<file path="src/rtl/modem_stat_xctl.sv">
module modem_stat_xctl (
  input  logic       clk,
  input  logic       rst_n,
  input  logic       rd_en,
  input  logic       wr_en,
  input  logic [7:0] wdata,
  output logic [7:0] rdata,
  input  logic       efr_feat,
  input  logic       efr_acts,
  input  logic       loopback,
  input  logic       mcr_rts,
  input  logic       mcr_dtr,
  input  logic       mcr_out1,
  input  logic       mcr_out2,
  input  logic       cts_n,
  input  logic       dsr_n,
  input  logic       ri_n,
  input  logic       cd_n,
  input  logic       tx_boundary,
  output logic       tx_go,
  output logic       tx_disable,
  output logic       rx_disable,
  output logic       nine_bit,
  output logic       fast_ir
);
  logic [3:0] pin_s1, pin_s2;
  logic [3:0] stat, stat_q, delta, chg;

  always_ff @(posedge clk or negedge rst_n)
    if (!rst_n) begin
      pin_s1 <= 4'hF;
      pin_s2 <= 4'hF;
    end else begin
      pin_s1 <= {cd_n, ri_n, dsr_n, cts_n};
      pin_s2 <= pin_s1;
    end

  assign stat = loopback ? {mcr_out2, mcr_out1, mcr_dtr, mcr_rts} : ~pin_s2;

  assign chg[0] = stat[0] ^ stat_q[0];
  assign chg[1] = stat[1] ^ stat_q[1];
  assign chg[2] = stat_q[2] & ~stat[2];
  assign chg[3] = stat[3] ^ stat_q[3];

  always_ff @(posedge clk or negedge rst_n)
    if (!rst_n) begin
      stat_q <= '0;
      delta  <= '0;
    end else begin
      stat_q <= stat;
      delta  <= (rd_en ? 4'h0 : delta) | chg;
    end

  assign rdata = {stat, delta};

  always_ff @(posedge clk or negedge rst_n)
    if (!rst_n)
      {fast_ir, nine_bit, rx_disable, tx_disable} <= '0;
    else if (wr_en && efr_feat)
      {fast_ir, nine_bit, rx_disable, tx_disable} <= wdata[7:4];

  always_ff @(posedge clk or negedge rst_n)
    if (!rst_n)
      tx_go <= 1'b1;
    else if (tx_boundary)
      tx_go <= !efr_acts || stat[0];
endmodule


</file>
<file path="config.mk">
export PLATFORM = sky130hd
export DESIGN_NAME = modem_stat_xctl
export DESIGN_NICKNAME = d
export VERILOG_FILES = /design/src/rtl/modem_stat_xctl.sv
export SDC_FILE = /design/constraint.sdc
export NUM_CORES = 1
export LEC_CHECK = 0
export CAP_MARGIN = 5
export CORE_MARGIN = 5
export CORE_UTILIZATION = 35
export DETAILED_ROUTE_END_ITERATION = 12
export PLACE_DENSITY = 0.73
export SLEW_MARGIN = 10
export SYNTH_ARGS = -nofsm -noshare
export SYNTH_HDL_FRONTEND = slang
export SYNTH_SLANG_ARGS = --single-unit
export TNS_END_PERCENT = 50
</file>
<file path="constraint.sdc">
create_clock -name clk -period 2.11 [get_ports clk]
set_input_delay 0.3165 -clock clk [delete_from_list [all_inputs] [get_ports clk]]
set_output_delay 0.3165 -clock clk [all_outputs]
set_load 0.02 [all_outputs]
</file>
==> results of run 1 <==
==> logic make-up after synthesis <==
logic type,Yosys count,synth area share (%)
AOI/OAI and AO/OA,4,3.402
and+or+nand+nor,16,10.54
DFF,21,72.96
buffers and inverters,3,1.531
muxes,8,11.56
==> registers in the layout (all words and copies together) (netlist names), 4 cells and up <==
name,cells
delta,4
pin_s1,4
pin_s2,4
stat_q,4
==> critical path, cell delays in order <==
cell	delay, ns
clkdlybuf4s50_1	0.52
or2_1	0.29
nand2_1	0.08
dlygate4sd2_1	0.34
==> timing repair <==
item | 4_1_cts | 5_1_grt
pin swaps | 0 | 0
resized for setup | 3 | 2
setup endpoints to repair | 3 | 1
buffers inserted | 0 | 0
hold buffers | 0 | 0
==> stage by stage <==
stage / utilization [%] / TNS [ns]
5_1_grt: 58.21 / 0
3_5_place_dp: 56.88 / -0.1094
6_report: 58.21 / 0
2_1_floorplan: - / 0
3_3_place_gp: 56.88 / -0.06637
4_1_cts: 58.08 / 0
==> report_power, final <==
part           switching, W  internal [W]  total, W  leakage, nW
combinational     0.0000852      0.000110  0.000195        0.259
sequential        0.0000151      0.000446  0.000461        0.234
clock              0.000118     0.0000706  0.000188       0.0177
total              0.000218      0.000627  0.000845        0.510
==> metal layers <==
metal	track usage, %	wire length [um]	part of all wire, %
met1	9.579	546	39
met4	5.085	0	0
met3	3.712	141	10
met5	0	0	0
met2	15.88	697	50
==> worst max-delay path by stage <==
stage | from | end | slack (ns) | cells after the start
finish | loopback | rdata[4] | 0.24 | 4
global route | loopback | rdata[4] | 0.12 | 4
global placement | loopback | rdata[6] | -0.05 | 3
detailed placement | loopback | rdata[6] | -0.05 | 3
CTS | loopback | rdata[5] | 0.02 | 3
floorplan | pin_s2[1]$_DFF_PN1_ | delta[1]$_DFF_PN0_ | 0.83 | 2
==> cell type report <==
class / count / area, um^2 / share of cell area (%)
inverter: 3 / 11.26 / 0.9761
clock inverter: 1 / 5.005 / 0.4338
sequential: 21 / 536.8 / 46.53
tap: 27 / 33.78 / 2.928
clock buffer: 3 / 22.52 / 1.952
multi-input combinational: 28 / 187.7 / 16.27
timing repair buffer: 37 / 356.6 / 30.91
==> placed cells by master (no fill, tap or decap), types with 3 or more instances in the layout <==
master	instances
nor2b_1	6
dlygate4sd2_1	3
clkdlybuf4s50_1	28
dfstp_2	9
inv_1	3
nand2_1	5
buf_4	5
nor2_1	4
mux2_2	4
dfrtp_1	12
clkbuf_4	3
mux2i_1	4
==> metrics, run 1 <==
CTS sink cnt=21; prevailing post-synth register cell=dfrtp_1; CTS root buffer=clkbuf_4; I/O Pins=37; DR DRC count=0; #FFs+latches synth=21; CTS H-tree depth=1; most area-consuming cells after synthesis=dfrtp_1 41%, dfstp_2 32%, mux2_2 6.1%; IO buf count=32; routed via count=512; Die Span Y=55.85 um; RR Endpoint=delta[0]$_DFF_PN0_; Slew Limit Headroom=83.29%; Area Growth Syn to Fin=56.80%; clk slew on worst S/H paths=0.11 ns; area leader, netlist=dfrtp_1; unrepaired setup endpoints after global routing=false; Gate Count Post-Synth=52; status=complete, no violations; dpl ws=-0.05230 ns; layout cells sized above 1=23.66%; Post-DP HPWL=1.087 mm; Final nets=118; fill cell count=161; CTS tree=done; Reg2Reg Depth=4; drt total wl=1.386 mm; Distinct cells, synth=12; Worst Path Arrival=1.55 ns; sequential fraction of the synthesis area=72.96%; Final Max Slew Viols=0; Post-synth EDFFs=0; crit path launch type=input port; Final setup violation count=0; Via density=4.267; ys async rst share=100.0%; chip width=55.85 um; antenna violations before repair=0; Max Fclk=535.1 MHz; post-route cell area=0.001154 mm^2; Placed Instances=116; PD cells=732.3 mW/mm^2; clk buf depth=2; routed length per instance=11.55 um; fin crit share=88.57%; max-cap viol count=0; RePlAce Congestion=0.6612; dpl cell area=0.001127 mm^2; Tightest Pin Transition=0.2480 ns; FP Rows=16; Starting Density=37.12%; worst vdd ir=0.5553 mV; initial drt markers=8; Worst Setup Slack, final=0.2413 ns; Yosys warning count=0; Pre-Repair DR Iteration Count=4; total grt overflow=0; kind of critical path=input port to primary output; LEAKAGE=0.5105 nW; min cycle time layout=1.869 ns; top cell type's share of synthesized area=40.82%; overall routing resource usage=9.258%; CTS buffer count=3; Syn Area/Cell=14.15 um^2; Final Hold Viols=0; Layout Cells excl Fill=120; first-pass GRT wire length=2.270 mm; vias in the first global route=548; HP Class=input port to async pin; FF-to-FF Start=pin_s2[0]$_DFF_PN1_; r2r setup slk=1.06 ns; ANT cells=0; worst skew pair latency=0.30 ns; Syn Nets=76; most frequent cells after synthesis=12 x dfrtp_1, 9 x dfstp_2, 6 x nor2b_1, 5 x nand2_1; Post-Syn Area=735.7 um^2; Hold WS=0.3396 ns; DRT antenna net count=0; CP required=1.79 ns; Setup Skew=0.001947 ns; power after layout=0.0008448 W; Core Region=0.001982 mm^2; CP max FO=7; Critical Path End Type=primary output; most frequent cell after synthesis=dfrtp_1; die footprint=0.003119 mm^2; largest net degree at the start of global routing=22
Power figures use the tool's default switching activity.
==> run 2, diff against run 1 <==
Settings changed: CORE_ASPECT_RATIO from default to 1.4.
==> run 2 against run 1 <==
  * Critical endpoint is now rdata[7]
  * Critical path depth decreased by 1
  * Hold slack better by 0.019 ns
  * Largest power group unchanged
  * Power down 1.2%
  * Utilization shrank 1.7 points
  * Sequential share of layout area rose by 1.0 points
  * Via count is 1.4% higher
  * Fmax fell by 9.2%
  * Highest routed layer unchanged
==> metrics, run 2 (synthesis results as in run 1) <==
CP Cell Sequence=clkdlybuf4s50_1 -> o21ai_0 -> clkdlybuf4s50_1; total grt overflow=0 (unchanged); FP Rows=19 (+3); Setup Skew=0.001412 ns (-0.0005350 ns); I/O Pins=37 (unchanged); Final setup violation count=0 (unchanged); routed via count=519 (+1.4%); antenna violations before repair=0 (unchanged); crit-path most repeated cell=clkdlybuf4s50_1; Die Span Y=64.25 um (+15%); critical path startpoint=loopback; LEAKAGE=0.4904 nW (-3.9%); ANT cells=0 (unchanged); unrepaired setup endpoints after global routing=false; CTS root buffer=clkbuf_4; drt total wl=1.402 mm (+1.2%); Via density=4.634 (+8.6%); overall routing resource usage=9.021% (-0.24 points); Slew Limit Headroom=81.97% (-1.3 points); routed length per instance=12.52 um (+8.4%); CTS H-tree depth=1 (unchanged); status=complete, no violations; Final nets=116 (-1.7%); Worst Path Arrival=1.74 ns (+0.19 ns); first-pass GRT wire length=2.318 mm (+2.1%); Placed Instances=108 (-6.9%); clk buf depth=2 (unchanged); fill cell count=187 (+16%); CP max FO=7 (unchanged); Pre-Repair DR Iteration Count=4 (unchanged); worst vdd ir=0.4277 mV (-23%); IO buf count=32 (unchanged); min cycle time layout=2.059 ns (+0.1902 ns); Starting Density=36.84% (-0.28 points); CTS tree=done; HP Class=input port to async pin; most common cell after layout, fill and taps aside=clkdlybuf4s50_1; PD cells=739.9 mW/mm^2 (+1.0%); Slowest-stage cell, CP=clkdlybuf4s50_1; largest net degree at the start of global routing=22 (unchanged); CTS buffer count=3 (unchanged); Tightest Pin Transition=0.2629 ns (+0.01485 ns); FF-to-FF Start=pin_s2[1]$_DFF_PN1_; Max Fclk=485.7 MHz (-9.2%); die footprint=0.003132 mm^2 (+0.43%); max-cap viol count=0 (unchanged); kind of critical path=input port to primary output; layout cells sized above 1=21.98% (-1.7 points); fin crit share=97.58% (+9.0 points); DRT antenna net count=0 (unchanged); CP required=1.79 ns (about the same); Post-DP HPWL=1.110 mm (+2.2%); clk slew on worst S/H paths=0.11 ns (about the same); worst path buffer plus inverter count=2 (unchanged); crit path launch type=input port; Top delay family on crit path=buffers and inverters; slowest stage delay, CP=0.64 ns (+0.12 ns); CTS sink cnt=21 (unchanged); Final Hold Viols=0 (unchanged); vias in the first global route=595 (+8.6%); chip width=48.75 um (-13%); most frequent cells in the layout=29 x clkdlybuf4s50_1, 12 x dfrtp_1, 9 x dfstp_2; worst skew pair latency=0.29 ns (about the same); Layout Cells excl Fill=112 (-6.7%); Core Region=0.001997 mm^2 (+0.76%); Hold WS=0.3590 ns (+0.01946 ns); Area Growth Syn to Fin=53.40%; Final Max Slew Viols=0 (unchanged); initial drt markers=8 (unchanged); r2r setup slk=1.11 ns (+0.05 ns); DR DRC count=0 (unchanged); RePlAce Congestion=0.6273 (-5.1%); Critical Path End Type=primary output; fin util=56.52% (-1.7 points)
run 2: area by class of cell:
type | instances | area, um^2 | area share (%)
Clock buffer | 3 | 22.52 | 1.996
Clock inverter | 1 | 5.005 | 0.4435
Inverter | 3 | 11.26 | 0.9978
Multi-Input combinational cell | 28 | 187.7 | 16.63
Sequential cell | 21 | 536.8 | 47.56
Tap cell | 21 | 26.28 | 2.328
Timing Repair Buffer | 35 | 339.1 | 30.04
run 2: repair_timing:
action | 4_1_cts | 5_1_grt
hold buffers | 0 | 0
gates resized for setup | 3 | 0
setup buffers | 0 | 0
setup endpoints to repair | 3 | 0
hold endpoints to repair | 0 | 0
run 2: per-stage QoR:
step	cell area (um^2)	total power (W)	setup WS, ns	TNS [ns]
detailed placement	1105	0.0006665	-0.1325	-0.2318
finish	1129	0.0008350	0.05108	0
global route	1129	0.0008799	0.01003	0
floorplan	735.7	0.0005471	0.8292	0
global placement	1105	0.0006606	-0.08850	-0.1588
CTS	1129	0.0008495	0.03756	0
run 2: worst paths after layout:
| kind | endpoint | cells past startpoint |
|---|---|---|
| max | rdata[7] | 3 |
| min | stat_q[3]$_DFF_PN0_ | 2 |
| max reg2reg | delta[1]$_DFF_PN0_ | 3 |
| min reg2reg | pin_s2[0]$_DFF_PN1_ | 0 |
| max in group asynchronous | tx_go$_DFFE_PN1P_ | 2 |
| min in group clk | pin_s2[0]$_DFF_PN1_ | 0 |
run 2: routing by layer:
layer	GRT usage (%)	up-vias	wire, um
met5	0	-	0
met2	17.32	25	731
li1	-	247	-
met1	9.644	247	537
met3	2.326	0	133
met4	2.020	0	0
run 2: report_power, final:
| part | switching [W] | internal (W) | leakage (nW) |
|---|---|---|---|
| Sequential | 0.0000156 | 0.000446 | 0.234 |
| Clock | 0.000112 | 0.0000704 | 0.0177 |
| Combinational | 0.0000843 | 0.000107 | 0.239 |
==> run 3, diff against run 2 <==
Settings changed: REMOVE_ABC_BUFFERS from default to 1.
==> results of run 3 <==
The final DEF is identical to that of run 2; final timing and power are the same.
